`config.mk`:
```
export PLATFORM = sky130hd
export DESIGN_NAME = wdt_keyed
export DESIGN_NICKNAME = d
export VERILOG_FILES = /design/src/rtl/wdt_pkg.sv /design/src/rtl/wdt_key_ctrl.sv /design/src/rtl/wdt_cfg_sync.sv /design/src/rtl/wdt_down_cnt.sv /design/src/rtl/wdt_keyed.sv
export SDC_FILE = /design/constraint.sdc
export NUM_CORES = 1
export LEC_CHECK = 0
export BUFFER_PORTS_ARGS = -buffer_cell sky130_fd_sc_hd__buf_2
export CORE_MARGIN = 2
export CORE_UTILIZATION = 39
export CTS_CLUSTER_DIAMETER = 60
export CTS_CLUSTER_SIZE = 30
export DETAILED_ROUTE_END_ITERATION = 8
export GPL_ROUTABILITY_DRIVEN = 0
export SKIP_CTS_REPAIR_TIMING = 1
export SKIP_LAST_GASP = 1
export SYNTH_ARGS = -nofsm -noshare
export SYNTH_HDL_FRONTEND = slang
export SYNTH_SLANG_ARGS = --single-unit
export TNS_END_PERCENT = 20
```
`constraint.sdc`:
```
create_clock -name clk -period 3 [get_ports clk]
set_clock_uncertainty 0.05 [all_clocks]
set_input_delay 0.3 -clock clk [delete_from_list [all_inputs] [get_ports clk]]
set_output_delay 0.3 -clock clk [all_outputs]
set_load 0.1 [all_outputs]
```
`src/rtl/wdt_pkg.sv`:
```
package wdt_pkg;
  localparam int PSC_W   = 3;
  localparam int RLD_W   = 12;
  localparam int DIV_W   = 9;
  localparam int DATA_W  = 16;
  localparam int ADDR_W  = 2;
  localparam int BASE_LOG = 2;
  localparam int MAX_LOG  = 8;

  localparam logic [ADDR_W-1:0] A_KEY = 2'd0;
  localparam logic [ADDR_W-1:0] A_PSC = 2'd1;
  localparam logic [ADDR_W-1:0] A_RLD = 2'd2;
  localparam logic [ADDR_W-1:0] A_STS = 2'd3;

  localparam logic [DATA_W-1:0] K_UNLOCK  = 16'h5555;
  localparam logic [DATA_W-1:0] K_START   = 16'hCCCC;
  localparam logic [DATA_W-1:0] K_REFRESH = 16'hAAAA;

  // Slow ticks per count step for a divider code.
  function automatic logic [DIV_W-1:0] ticks_per_step(input logic [PSC_W-1:0] code);
    int sh;
    sh = BASE_LOG + int'(code);
    if (sh > MAX_LOG) sh = MAX_LOG;
    return DIV_W'(1) << sh;
  endfunction
endpackage

```
`src/rtl/wdt_key_ctrl.sv`:
```
module wdt_key_ctrl
  import wdt_pkg::*;
(
  input  logic              clk,
  input  logic              rst_n,
  input  logic              key_wr,
  input  logic [DATA_W-1:0] key_val,
  output logic              running,
  output logic              unlocked,
  output logic              start_evt,
  output logic              refresh_evt
);
  assign start_evt   = key_wr && (key_val == K_START) && !running;
  assign refresh_evt = key_wr && (key_val == K_REFRESH);

  always_ff @(posedge clk) begin
    if (!rst_n) begin
      running  <= 1'b0;
      unlocked <= 1'b0;
    end else if (key_wr) begin
      if (key_val == K_START) running <= 1'b1;
      unlocked <= (key_val == K_UNLOCK);
    end
  end
endmodule

```
`src/rtl/wdt_cfg_sync.sv`:
```
module wdt_cfg_sync #(
  parameter int W          = 12,
  parameter logic [W-1:0] RST_VAL = '0,
  parameter int SYNC_TICKS = 5
) (
  input  logic         clk,
  input  logic         rst_n,
  input  logic         tick,
  input  logic         wr_en,
  input  logic [W-1:0] wdata,
  output logic [W-1:0] shadow,
  output logic [W-1:0] active,
  output logic         busy,
  output logic         accept
);
  localparam int SC_W = $clog2(SYNC_TICKS + 1);
  localparam logic [SC_W-1:0] SC_LOAD = SC_W'(SYNC_TICKS);

  logic [SC_W-1:0] left;

  assign accept = wr_en && !busy;

  always_ff @(posedge clk) begin
    if (!rst_n) begin
      shadow <= RST_VAL;
      active <= RST_VAL;
      busy   <= 1'b0;
      left   <= '0;
    end else if (accept) begin
      shadow <= wdata;
      busy   <= 1'b1;
      left   <= SC_LOAD;
    end else if (busy && tick) begin
      left <= left - 1'b1;
      if (left == SC_W'(1)) begin
        active <= shadow;
        busy   <= 1'b0;
      end
    end
  end
endmodule

```
`src/rtl/wdt_down_cnt.sv`:
```
module wdt_down_cnt
  import wdt_pkg::*;
(
  input  logic             clk,
  input  logic             rst_n,
  input  logic             tick,
  input  logic             run,
  input  logic             reload_now,
  input  logic [RLD_W-1:0] reload_val,
  input  logic [PSC_W-1:0] psc_code,
  output logic             expired,
  output logic             step_evt
);
  logic [RLD_W-1:0] cnt;
  logic [DIV_W-1:0] div_cnt;
  logic [DIV_W-1:0] div_last;
  logic             counting;

  assign div_last = ticks_per_step(psc_code) - 1'b1;
  assign counting = run && !expired && tick;
  assign step_evt = counting && (div_cnt >= div_last);

  always_ff @(posedge clk) begin
    if (!rst_n) begin
      cnt     <= '1;
      div_cnt <= '0;
      expired <= 1'b0;
    end else if (reload_now) begin
      cnt     <= reload_val;
      div_cnt <= '0;
    end else if (counting) begin
      if (step_evt) begin
        div_cnt <= '0;
        if (cnt <= RLD_W'(1)) expired <= 1'b1;
        else cnt <= cnt - 1'b1;
      end else begin
        div_cnt <= div_cnt + 1'b1;
      end
    end
  end
endmodule

```
`src/rtl/wdt_keyed.sv`:
```
module wdt_keyed
  import wdt_pkg::*;
#(
  parameter int SYNC_TICKS = 5
) (
  input  logic              clk,
  input  logic              rst_n,
  input  logic              slow_tick,
  input  logic              reg_wr,
  input  logic [ADDR_W-1:0] reg_addr,
  input  logic [DATA_W-1:0] reg_wdata,
  output logic [DATA_W-1:0] reg_rdata,
  output logic              wdog_rst_req
);
  logic running, unlocked, start_evt, refresh_evt;
  logic key_wr, psc_wr, rld_wr;
  logic psc_busy, rld_busy, psc_acc, rld_acc, step_evt, expired;
  logic [PSC_W-1:0] psc_shadow, psc_active;
  logic [RLD_W-1:0] rld_shadow, rld_active;

  assign key_wr = reg_wr && (reg_addr == A_KEY);
  assign psc_wr = reg_wr && (reg_addr == A_PSC) && unlocked;
  assign rld_wr = reg_wr && (reg_addr == A_RLD) && unlocked;

  wdt_key_ctrl u_key (
    .clk(clk), .rst_n(rst_n), .key_wr(key_wr), .key_val(reg_wdata),
    .running(running), .unlocked(unlocked),
    .start_evt(start_evt), .refresh_evt(refresh_evt)
  );

  wdt_cfg_sync #(.W(PSC_W), .RST_VAL('0), .SYNC_TICKS(SYNC_TICKS)) u_psc (
    .clk(clk), .rst_n(rst_n), .tick(slow_tick), .wr_en(psc_wr),
    .wdata(reg_wdata[PSC_W-1:0]), .shadow(psc_shadow), .active(psc_active),
    .busy(psc_busy), .accept(psc_acc)
  );

  wdt_cfg_sync #(.W(RLD_W), .RST_VAL('1), .SYNC_TICKS(SYNC_TICKS)) u_rld (
    .clk(clk), .rst_n(rst_n), .tick(slow_tick), .wr_en(rld_wr),
    .wdata(reg_wdata[RLD_W-1:0]), .shadow(rld_shadow), .active(rld_active),
    .busy(rld_busy), .accept(rld_acc)
  );

  wdt_down_cnt u_cnt (
    .clk(clk), .rst_n(rst_n), .tick(slow_tick), .run(running),
    .reload_now(start_evt || refresh_evt), .reload_val(rld_active),
    .psc_code(psc_active), .expired(expired), .step_evt(step_evt)
  );

  assign wdog_rst_req = expired;

  always_comb begin
    unique case (reg_addr)
      A_PSC:   reg_rdata = DATA_W'(psc_shadow);
      A_RLD:   reg_rdata = DATA_W'(rld_shadow);
      A_STS:   reg_rdata = DATA_W'({rld_busy, psc_busy});
      default: reg_rdata = '0;
    endcase
  end
endmodule

```
==> results_dict.tcl <==
set metrics [dict create \
    status "complete, but fails checks" \
    violations "setup timing" \
    initial_core_util_pct 40.3 \
    synth-edff-count 0 \
    min-delay-path-class "in2reg" \
    finalPower_uw 1620 \
    grt_pass1_vias 2596 \
    combPwrFrac_pct 9.4 \
    fmax_ghz 0.324 \
    start_kind "flip-flop" \
    num_vias 2724 \
    leakagePower_uw 0.00165 \
    drtIter0Drc 76 \
    p_seq_share_pct 50.8 \
    fin_util_pct 47.9 \
    portBuffers 34 \
    synthArstFlopShare_pct 0 \
    finalInstanceArea_mm2 0.00396 \
    ctsRootBufferMaster "clkbuf_8" \
    cp.required_ns 3.13 \
    cts.clk_slew.worst_paths_ns 0.07 \
    syn_inst 395 \
    slew-limit-headroom_pct 42.0 \
    wl_per_cell_um 12.8 \
    slew_violations 0 \
    dp_hpwl_mm 5.21 \
    ant_nets 0 \
    antenna_found_initial 0 \
    synth_ff_type "dfxtp_1" \
    grt_usage_pct 16.6 \
    p_sw_share_pct 26.6 \
    path_buf_inv 2 \
    clock_latency_ns 0.32 \
    die_w_um 96.3 \
    power.ir.vdd_worst_mv 0.264 \
    numPlacedInstances 533 \
    setup.worst_path.class "reg2reg" \
    switching_power_uw 430 \
    placed_area_mm2 0.00368 \
    hold_violations 0 \
    grt_pass1_wl_mm 12.0 \
    internal_power_uw 1190 \
    num_rows 33 \
    setup_viol 8 \
    min_period_over_period_pct 103 \
    wl_mm 7.04 \
    r2r_setup_slack_ns -0.09 \
    pin_count 39 \
    yosysWarnings 0 \
    syn2layout_area_growth_pct 19.1 \
    finalCriticalPeriod_ns 3.09 \
    drtPass1Iterations 4 \
    layout-drive-gt1-share_pct 22.7 \
    core_region_area_mm2 0.00826 \
    vias_per_cell 4.96 \
    overflow 0 \
    setup_ws_ns -0.0876 \
    cts.sinks 62 \
    cpMaxStageDelayCell "or4_4" \
    tightest_slew_ns 0.868 \
    max_stage_delay_ns 0.49 \
    cts_max_level 3 \
    rsz0062_at_grt "true" \
    yosys.cell_types.count 48 \
    die-area_mm2 0.00928 \
    endpoint_kind "flip-flop" \
    path_max_fanout 5 \
    final_nets 485 \
    ys_seq_elements 62 \
    cts_tree "built" \
    grt_max_degree 44 \
    critPathArrivalTime_ns 3.22 \
    finalNonFillerCells 549 \
    cts-buffers-inserted 9 \
    diodes 0 \
    synth_area_mm2 0.00332 \
    crit_family "simple AND/OR/NAND/NOR gates" \
    powerDensity_mw_per_mm2 409 \
    nFillCells 840 \
    syn_area_per_cell_um2 8.42 \
    dp_worst_setup_slack_ns -0.220 \
    die_height_um 96.3 \
    clkPwrFrac_pct 39.9 \
    path_cells "ha_1, nor2_4, nand4b_1, ha_2, buf_4, xnor2_1, ha_1, nand4_1, o221ai_1, buf_4, o211ai_4, or4_4, a22oi_2, o211ai_1" \
    drc_errors 0 \
    clk_path_buf_depth 2 \
    ys_seq_area_share_pct 37.3 \
    cap_violations 0 \
]
worst paths after layout:
path | startpoint | endpoint | depth (start not counted)
min reg2reg | u_rld.active[6] | u_rld.active[6] | 2
max reg2reg | u_psc.active[1] | u_cnt.cnt[9] | 14
min | reg_wdata[3] | u_rld.shadow[3] | 3
max | u_psc.active[1] | u_cnt.cnt[9] | 14
registers in the layout, indices dropped and copies added (netlist names), 3 cells and up:
signal	flops
u_cnt.div_cnt	9
u_rld.shadow	12
u_cnt.cnt	12
u_psc.active	3
u_rld.left	3
u_psc.shadow	3
u_psc.left	3
u_rld.active	12
cell usage in the layout (no fill, tap or decap), types with 4 or more instances in the layout:
cell type and instances:
and2_1 10, nand4_1 7, conb_1 4, xor2_1 9, nand3_1 29, mux2i_1 7
a21boi_0 4, nand2_1 70, buf_2 34, nor2b_1 12, xnor2_1 16, nor4_2 4
dfxtp_1 60, inv_1 11, nor4bb_1 7, ha_1 20, nor2_1 29, buf_4 15
clkbuf_8 11, a21oi_1 17, or4_4 4
layer usage:
metal	share of wire [%]	up-vias	global-route usage (%)	wire length, µm
li1	-	1442	-	-
met5	0	-	0	0
met4	0.62	0	6.81	44
met3	2.7	2	2.90	190
met2	46	36	27.2	3270
met1	50	1244	21.7	3540
power by group through the flow:
stage | Clock (µW) | Combinational (µW) | Sequential (µW)
global route | 709 | 160 | 820
floorplan | 0 | 118 | 841
finish | 645 | 152 | 821
global placement | 0 | 153 | 841
detailed placement | 0 | 152 | 841
CTS | 671 | 152 | 822
synthesized netlist by cell type, drive strengths merged (5+ instances only):
master	instances	area, µm²
inv	13	48.8
nor4	5	43.8
xnor2	16	140
nand3	29	145
nor4bb	7	70.1
nor3	6	30.0
mux2i	7	70.1
nor2b	12	75.1
or4	5	45.0
and2	10	62.6
ha	23	288
nand2	70	263
a21oi	20	104
dfxtp	62	1240
nand4	7	43.8
xor2	9	78.8
clkbuf	13	48.8
buf	5	35.0
nor2	35	155
worst reg2reg max path: stages (launching register included):
cell	delay [ns]
dfxtp_4	0.36
ha_1	0.26
nor2_4	0.16
nand4b_1	0.11
ha_2	0.20
buf_4	0.13
xnor2_1	0.12
ha_1	0.30
nand4_1	0.09
o221ai_1	0.17
buf_4	0.15
o211ai_4	0.08
or4_4	0.49
a22oi_2	0.17
o211ai_1	0.09
kinds of logic after synthesis:
group	after synthesis	share of synthesized area, %
AND/OR/NAND/NOR	204	32.3
flip-flops	62	37.3
buffers and inverters	31	3.99
multiplexers	10	3.24
other	1	0.113
AO/OA/AOI/OAI	39	7.75
XOR/XNOR	25	6.59
adder cells (fa/ha/maj)	23	8.66
cell type report:
type | instances | area (µm²) | share of cell area, %
multi-input combinational | 305 | 2070 | 52.3
sequential | 62 | 1250 | 31.5
timing repair buffer | 49 | 283 | 7.14
clock buffer | 11 | 151 | 3.82
tap | 105 | 131 | 3.32
inverter | 13 | 51.3 | 1.30
clock inverter | 4 | 22.5 | 0.569
metrics by stage:
step,hold WS [ns],setup TNS [ns]
floorplan,0.374,-0.0505
global placement,0.405,-0.370
detailed placement,0.406,-1.18
CTS,0.141,-1.30
global route,0.153,-4.13
finish,0.161,-0.271
(Power assumes the default switching activity.)
